[src/rtl/i2c_afilt_pkg.sv]
package i2c_afilt_pkg;

   localparam int HITMAP_OFS    = 128;
   localparam int FILT_BASE_OFS = 136;
   localparam int FILT_STRIDE   = 4;
   localparam int EN_BIT        = 15;
   localparam int TEN_BIT       = 14;
   localparam int SLOT_ADDR_W   = 10;
   localparam logic [4:0] TEN_PREFIX = 5'b11110;

   typedef struct packed {
      logic                   en;
      logic                   ten;
      logic [SLOT_ADDR_W-1:0] addr;
   } afilt_cfg_t;

   typedef enum logic [1:0] {
      ST_IDLE,
      ST_FIRST,
      ST_SECOND,
      ST_REST
   } frame_st_t;

endpackage

[src/rtl/i2c_afilt_regs.sv]
module i2c_afilt_regs
   import i2c_afilt_pkg::*;
#(
   parameter int NUM_FILT   = 4,
   parameter int PADDR_W    = 8,
   parameter int PDATA_W    = 32,
   parameter bit TEN_BIT_EN = 1'b1
) (
   input  logic                           clk,
   input  logic                           rst_n,
   input  logic                           psel,
   input  logic                           penable,
   input  logic                           pwrite,
   input  logic [PADDR_W-1:0]             paddr,
   input  logic [PDATA_W-1:0]             pwdata,
   input  logic [NUM_FILT-1:0]            hit_map,
   output logic [PDATA_W-1:0]             prdata,
   output afilt_cfg_t [NUM_FILT-1:0]      cfg
);

   localparam logic [PADDR_W-1:0] HIT_ADDR = PADDR_W'(HITMAP_OFS);

   logic                                  wr_en;
   logic [NUM_FILT-1:0]                   wr_sel;
   logic [NUM_FILT-1:0][PADDR_W-1:0]      slot_addr;
   logic [NUM_FILT-1:0]                   en_q;
   logic [NUM_FILT-1:0]                   ten_q;
   logic [NUM_FILT-1:0][SLOT_ADDR_W-1:0]  addr_q;
   logic                                  unused_wdata;

   assign wr_en        = psel & penable & pwrite;
   assign unused_wdata = ^{pwdata[PDATA_W-1:EN_BIT+1], pwdata[TEN_BIT-1:SLOT_ADDR_W]};

   for (genvar i = 0; i < NUM_FILT; i++) begin : g_dec
      assign slot_addr[i] = PADDR_W'(FILT_BASE_OFS + FILT_STRIDE * i);
      assign wr_sel[i]    = wr_en && (paddr == slot_addr[i]);
      assign cfg[i]       = '{en: en_q[i], ten: ten_q[i], addr: addr_q[i]};
   end

   always_ff @(posedge clk or negedge rst_n) begin
      if (!rst_n) begin
         en_q   <= '0;
         addr_q <= '0;
      end else begin
         for (int i = 0; i < NUM_FILT; i++) begin
            if (wr_sel[i]) begin
               en_q[i]   <= pwdata[EN_BIT];
               addr_q[i] <= pwdata[SLOT_ADDR_W-1:0];
            end
         end
      end
   end

   if (TEN_BIT_EN) begin : g_ten_store
      always_ff @(posedge clk or negedge rst_n) begin
         if (!rst_n) begin
            ten_q <= '0;
         end else begin
            for (int i = 0; i < NUM_FILT; i++) begin
               if (wr_sel[i]) ten_q[i] <= pwdata[TEN_BIT];
            end
         end
      end
   end else begin : g_ten_none
      assign ten_q = '0;
   end

   always_comb begin
      prdata = '0;
      if (psel && !pwrite) begin
         if (paddr == HIT_ADDR) prdata = PDATA_W'(hit_map);
         for (int i = 0; i < NUM_FILT; i++) begin
            if (paddr == slot_addr[i])
               prdata = PDATA_W'({en_q[i], ten_q[i], 4'b0000, addr_q[i]});
         end
      end
   end

endmodule

[src/rtl/i2c_afilt_seq.sv]
module i2c_afilt_seq
   import i2c_afilt_pkg::*;
(
   input  logic clk,
   input  logic rst_n,
   input  logic start,
   input  logic byte_vld,
   output logic first_stb,
   output logic second_stb
);

   frame_st_t st_q;
   frame_st_t st_d;
   logic      take;

   assign take       = byte_vld & ~start;
   assign first_stb  = take && (st_q == ST_FIRST);
   assign second_stb = take && (st_q == ST_SECOND);

   always_comb begin
      st_d = st_q;
      if (start) begin
         st_d = ST_FIRST;
      end else if (byte_vld) begin
         case (st_q)
            ST_FIRST:  st_d = ST_SECOND;
            ST_SECOND: st_d = ST_REST;
            default:   st_d = st_q;
         endcase
      end
   end

   always_ff @(posedge clk or negedge rst_n) begin
      if (!rst_n) st_q <= ST_IDLE;
      else        st_q <= st_d;
   end

endmodule

[src/rtl/i2c_afilt_slice.sv]
module i2c_afilt_slice
   import i2c_afilt_pkg::*;
#(
   parameter bit TEN_BIT_EN = 1'b1
) (
   input  logic       clk,
   input  logic       rst_n,
   input  logic       start,
   input  logic       first_stb,
   input  logic       second_stb,
   input  logic [7:0] rx_byte,
   input  afilt_cfg_t cfg,
   output logic       hit
);

   logic match7;
   logic tail_ok;

   assign match7 = cfg.en && !cfg.ten && (rx_byte[7:1] == cfg.addr[6:0]);

   if (TEN_BIT_EN) begin : g_ten
      logic pend_q;
      logic head_ok;

      assign head_ok = cfg.en && cfg.ten &&
                       (rx_byte[7:3] == TEN_PREFIX) &&
                       (rx_byte[2:1] == cfg.addr[9:8]);
      assign tail_ok = pend_q && cfg.en && (rx_byte == cfg.addr[7:0]);

      always_ff @(posedge clk or negedge rst_n) begin
         if (!rst_n)          pend_q <= 1'b0;
         else if (start)      pend_q <= 1'b0;
         else if (first_stb)  pend_q <= head_ok;
         else if (second_stb) pend_q <= 1'b0;
      end
   end else begin : g_seven_only
      assign tail_ok = 1'b0;
   end

   always_ff @(posedge clk or negedge rst_n) begin
      if (!rst_n)                     hit <= 1'b0;
      else if (start)                 hit <= 1'b0;
      else if (first_stb)             hit <= match7;
      else if (second_stb && tail_ok) hit <= 1'b1;
   end

endmodule

[src/rtl/i2c_addr_filter.sv]
module i2c_addr_filter
   import i2c_afilt_pkg::*;
#(
   parameter int NUM_FILT   = 4,
   parameter int PADDR_W    = 8,
   parameter int PDATA_W    = 32,
   parameter bit TEN_BIT_EN = 1'b1
) (
   input  logic               clk,
   input  logic               rst_n,
   input  logic               bus_start,
   input  logic               bus_byte_vld,
   input  logic [7:0]         bus_byte,
   input  logic               apb_psel,
   input  logic               apb_penable,
   input  logic               apb_pwrite,
   input  logic [PADDR_W-1:0] apb_paddr,
   input  logic [PDATA_W-1:0] apb_pwdata,
   output logic [PDATA_W-1:0] apb_prdata,
   output logic               hit_any
);

   if (NUM_FILT < 1 || NUM_FILT > 16) begin : g_bad_nfilt
      $error("NUM_FILT must lie in 1..16");
   end
   if (FILT_BASE_OFS + FILT_STRIDE * NUM_FILT > (1 << PADDR_W)) begin : g_bad_paddr
      $error("PADDR_W too narrow for the slot window");
   end
   if (PDATA_W < 16 || PDATA_W < NUM_FILT) begin : g_bad_pdata
      $error("PDATA_W must hold a slot word and the bitmap");
   end

   afilt_cfg_t [NUM_FILT-1:0] cfg;
   logic [NUM_FILT-1:0]       hit_q;
   logic [NUM_FILT-1:0]       filt_en;
   logic                      first_stb;
   logic                      second_stb;

   i2c_afilt_regs #(
      .NUM_FILT   (NUM_FILT),
      .PADDR_W    (PADDR_W),
      .PDATA_W    (PDATA_W),
      .TEN_BIT_EN (TEN_BIT_EN)
   ) u_regs (
      .clk     (clk),
      .rst_n   (rst_n),
      .psel    (apb_psel),
      .penable (apb_penable),
      .pwrite  (apb_pwrite),
      .paddr   (apb_paddr),
      .pwdata  (apb_pwdata),
      .hit_map (hit_q),
      .prdata  (apb_prdata),
      .cfg     (cfg)
   );

   i2c_afilt_seq u_seq (
      .clk        (clk),
      .rst_n      (rst_n),
      .start      (bus_start),
      .byte_vld   (bus_byte_vld),
      .first_stb  (first_stb),
      .second_stb (second_stb)
   );

   for (genvar i = 0; i < NUM_FILT; i++) begin : g_slot
      assign filt_en[i] = cfg[i].en;

      i2c_afilt_slice #(
         .TEN_BIT_EN (TEN_BIT_EN)
      ) u_slice (
         .clk        (clk),
         .rst_n      (rst_n),
         .start      (bus_start),
         .first_stb  (first_stb),
         .second_stb (second_stb),
         .rx_byte    (bus_byte),
         .cfg        (cfg[i]),
         .hit        (hit_q[i])
      );
   end

   assign hit_any = |hit_q;

endmodule

[config.mk]
export PLATFORM = sky130hd
export DESIGN_NAME = i2c_addr_filter
export DESIGN_NICKNAME = d
export VERILOG_FILES = /design/src/rtl/i2c_afilt_pkg.sv /design/src/rtl/i2c_afilt_regs.sv /design/src/rtl/i2c_afilt_seq.sv /design/src/rtl/i2c_afilt_slice.sv /design/src/rtl/i2c_addr_filter.sv
export SDC_FILE = /design/constraint.sdc
export NUM_CORES = 1
export LEC_CHECK = 0
export ABC_AREA = 0
export BUFFER_PORTS_ARGS = -buffer_cell sky130_fd_sc_hd__buf_2
export CAP_MARGIN = 40
export CORE_UTILIZATION = 30
export CTS_CLUSTER_SIZE = 40
export DETAILED_ROUTE_END_ITERATION = 8
export PLACE_DENSITY_LB_ADDON = 0.12
export SLEW_MARGIN = 20
export SYNTH_ARGS = -nofsm -noshare
export SYNTH_HDL_FRONTEND = slang
export SYNTH_SLANG_ARGS = --single-unit
[constraint.sdc]
create_clock -name clk -period 3.3 [get_ports clk]
set_input_delay 0.99 -clock clk [delete_from_list [all_inputs] [get_ports clk]]
set_output_delay 0.99 -clock clk [all_outputs]
set_load 0.01 [all_outputs]
==> metrics.txt <==
status finished with violations; failing checks setup timing; Synth cell types 41; initial antenna violation count 0; Critical Path Source Type primary input; final setup violation count 12; Final Cycle Share 112%; crit path cell chain buf_6 > or4b_4 > or4b_4 > buf_12 > a211oi_4 > buf_2; layout cells sized above 1 37.5%; most used cell, CP or4b_4; ys flop type dfrtp_1; Syn Area/Cell 10.2 sq um; core footprint 12000 sq um; DIE WIDTH 113 um; Bufs on Longest Clock Path 2; vias in the first global route 2939; Synthesis Warnings 0; Max Slew Vio Count 0; P&R area growth vs syn 26.1%; utilization after layout 38.9%; Pwr per Cell Area 400 nW/um^2; Final TNS setup -4100 ps; sequential area share after synthesis 39.1%; Least-Margin Pin Slew 662 ps; final cell count without fillers 582; first-pass iteration count of the detailed router 4; Critical Path RT 2310 ps; GRT Overall Usage 19.0%; clock skew 6.11 ps; post-synthesis cell count 362; Mapped Area 3710 sq um; via count 2928; Worst Path Max Fanout 6; critical path's slowest cell or4b_4; Via-to-Cell Ratio 5.03; first-pass GRT wire length 17.6 mm; pre-CTS WS -437 ps; Ant. Diodes 0; Filler Cell Count 1211; RePlAce Congestion 0.807; CTS tree built; Post-DP HPWL 8.19 mm; f_max 269 MHz; max_cap viols 0; # IOs 88; die height 113 um; Synth top cells by count 58 x dfrtp_1, 55 x xor2_1, 48 x mux2_2; CP endpoint kind primary output; port bufs 47; NumNets Final 485; Crit path largest cell delay 580 ps; clk_lat worst skew 340 ps; Post-CTS Hold Buffers 0; synth top area cells dfrtp_1 39%, mux2_2 15%, xor2_1 13%; ys async rst share 100%; clock slew at reported path FFs 50 ps; CTS Sinks 58; Post-synth EDFFs 0; CTS Buf Count 9; FP Rows 40; final hold vios 0; Static Leakage 0.00229 uW; most numerous cell in the Yosys netlist dfrtp_1; Placed Instances 564; DRT Wirelength 11.1 mm; FF+latch count, synth 58; grt ovf 0; H-tree lvl count 3; worst setup margin -411 ps; Initial Utilization 30.9%; crit path time final 3710 ps; largest net degree at the start of global routing 33; Synth top area share 39.1%; die footprint 12800 sq um; DRC viols 0; drt wl/cell 19.2 um; Setup CP Type primary input to primary output; Antenna Nets Post-Route 0; Min-Delay Path Class flop to flop; first-iteration detailed-routing DRC count 115; Slew Limit Headroom 55.9%; Crit path arrival time 2720 ps; RSZ-0062 raised after global routing yes; Root Buffer clkbuf_16; Max VDD drop 0.186 mV; post-synth top area cell dfrtp_1
power breakdown:
part | leakage [uW] | switching, uW | internal [uW] | total, uW
logic | 0.00134 | 128 | 85.7 | 214
clock network | 0.000142 | 336 | 578 | 914
registers | 0.000802 | 18.8 | 726 | 744
state kept, by name, indices dropped and copies added (netlist names):
name	count
u_regs.cfg	40
g_slot.u_slice.g_ten.pend_q	4
g_slot.u_slice.hit	4
u_regs.en_q	4
u_regs.ten_q	4
u_seq.st_q	2
stage by stage:
stage                     instance area [sq um]  power, uW  hold slack (ps)
after floorplan                            3930        886              442
after global placement                     4340        968              463
after detailed placement                   4340        969              463
after CTS                                  4680       1900              475
after global routing                       4680       1950              513
final                                      4680       1870              471
per-layer routing:
metal | vias up | part of all wire (%) | GRT usage (%)
li1 | 1375 | - | -
met1 | 1453 | 48 | 26.5
met2 | 88 | 45 | 29.0
met3 | 12 | 4.7 | 3.64
met4 | 0 | 2.0 | 7.89
met5 | - | 0 | 0
repair_timing:
| action | 4_1_cts | 5_1_grt |
|---|---|---|
| endpoints found under the setup margin | 12 | 12 |
| resized for setup | 7 | 0 |
| setup buffers | 2 | 0 |
| pin swaps | 1 | 1 |
worst paths after layout:
path / slack [ps] / startpoint / cells after the start / endpoint
setup / recovery: -410 / apb_paddr[5] / 6 / apb_prdata[5]
hold / removal: 470 / g_slot[1].u_slice.g_ten.pend_q / 2 / g_slot[1].u_slice.g_ten.pend_q
setup reg to reg: 1630 / u_seq.st_q[1] / 4 / g_slot[2].u_slice.g_ten.pend_q
hold reg to reg: 470 / g_slot[1].u_slice.g_ten.pend_q / 2 / g_slot[1].u_slice.g_ten.pend_q
max in group asynchronous: 2010 / rst_n / 2 / u_regs.cfg[45]
min in group asynchronous: 690 / rst_n / 1 / u_regs.cfg[41]
final cells by class:
cell class	count	area (sq um)	area share, %
inverters	5	18.8	0.401
clock inverters	6	57.6	1.23
repair buffers	76	523	11.2
clock buffers	10	229	4.90
well taps	147	184	3.93
multi-input cells	280	2210	47.3
flip-flops and latches	58	1450	31.0
cells by family after synthesis:
logic type             after synthesis  synth area share, %
AO/OA/AOI/OAI                       44                 8.51
XOR/XNOR                            66                 15.6
buffers and inverters               43                 7.12
flip-flops                          58                 39.1
multiplexers                        48                 14.6
other                                1                0.101
AND/OR/NAND/NOR                    102                 15.0
critical path, delay by kind of cell:
kind | cells | cell delay, ps
and+or+nand+nor | 2 | 1120
buffers and inverters | 3 | 440
AOI/OAI and AO/OA | 1 | 160
layout by cell type (no fill, tap or decap), types with 4 or more instances in the layout:
cell type  instances
a211oi_1           4
nor3_4            10
buf_4             23
nand4_1            5
nor2_1            27
o21ai_0            5
nand2_1            9
dfrtp_1           58
a221oi_1           7
inv_1              5
nor2_2             9
conb_1            20
xor2_1            55
clkbuf_16          9
buf_12             4
xnor2_1           11
nor4_1            18
buf_2             45
mux2_2            48
buf_6              4
a21oi_1            9
clkinv_2           4
nand2b_1           6
Note: power is estimated with default switching activity, not from simulation.
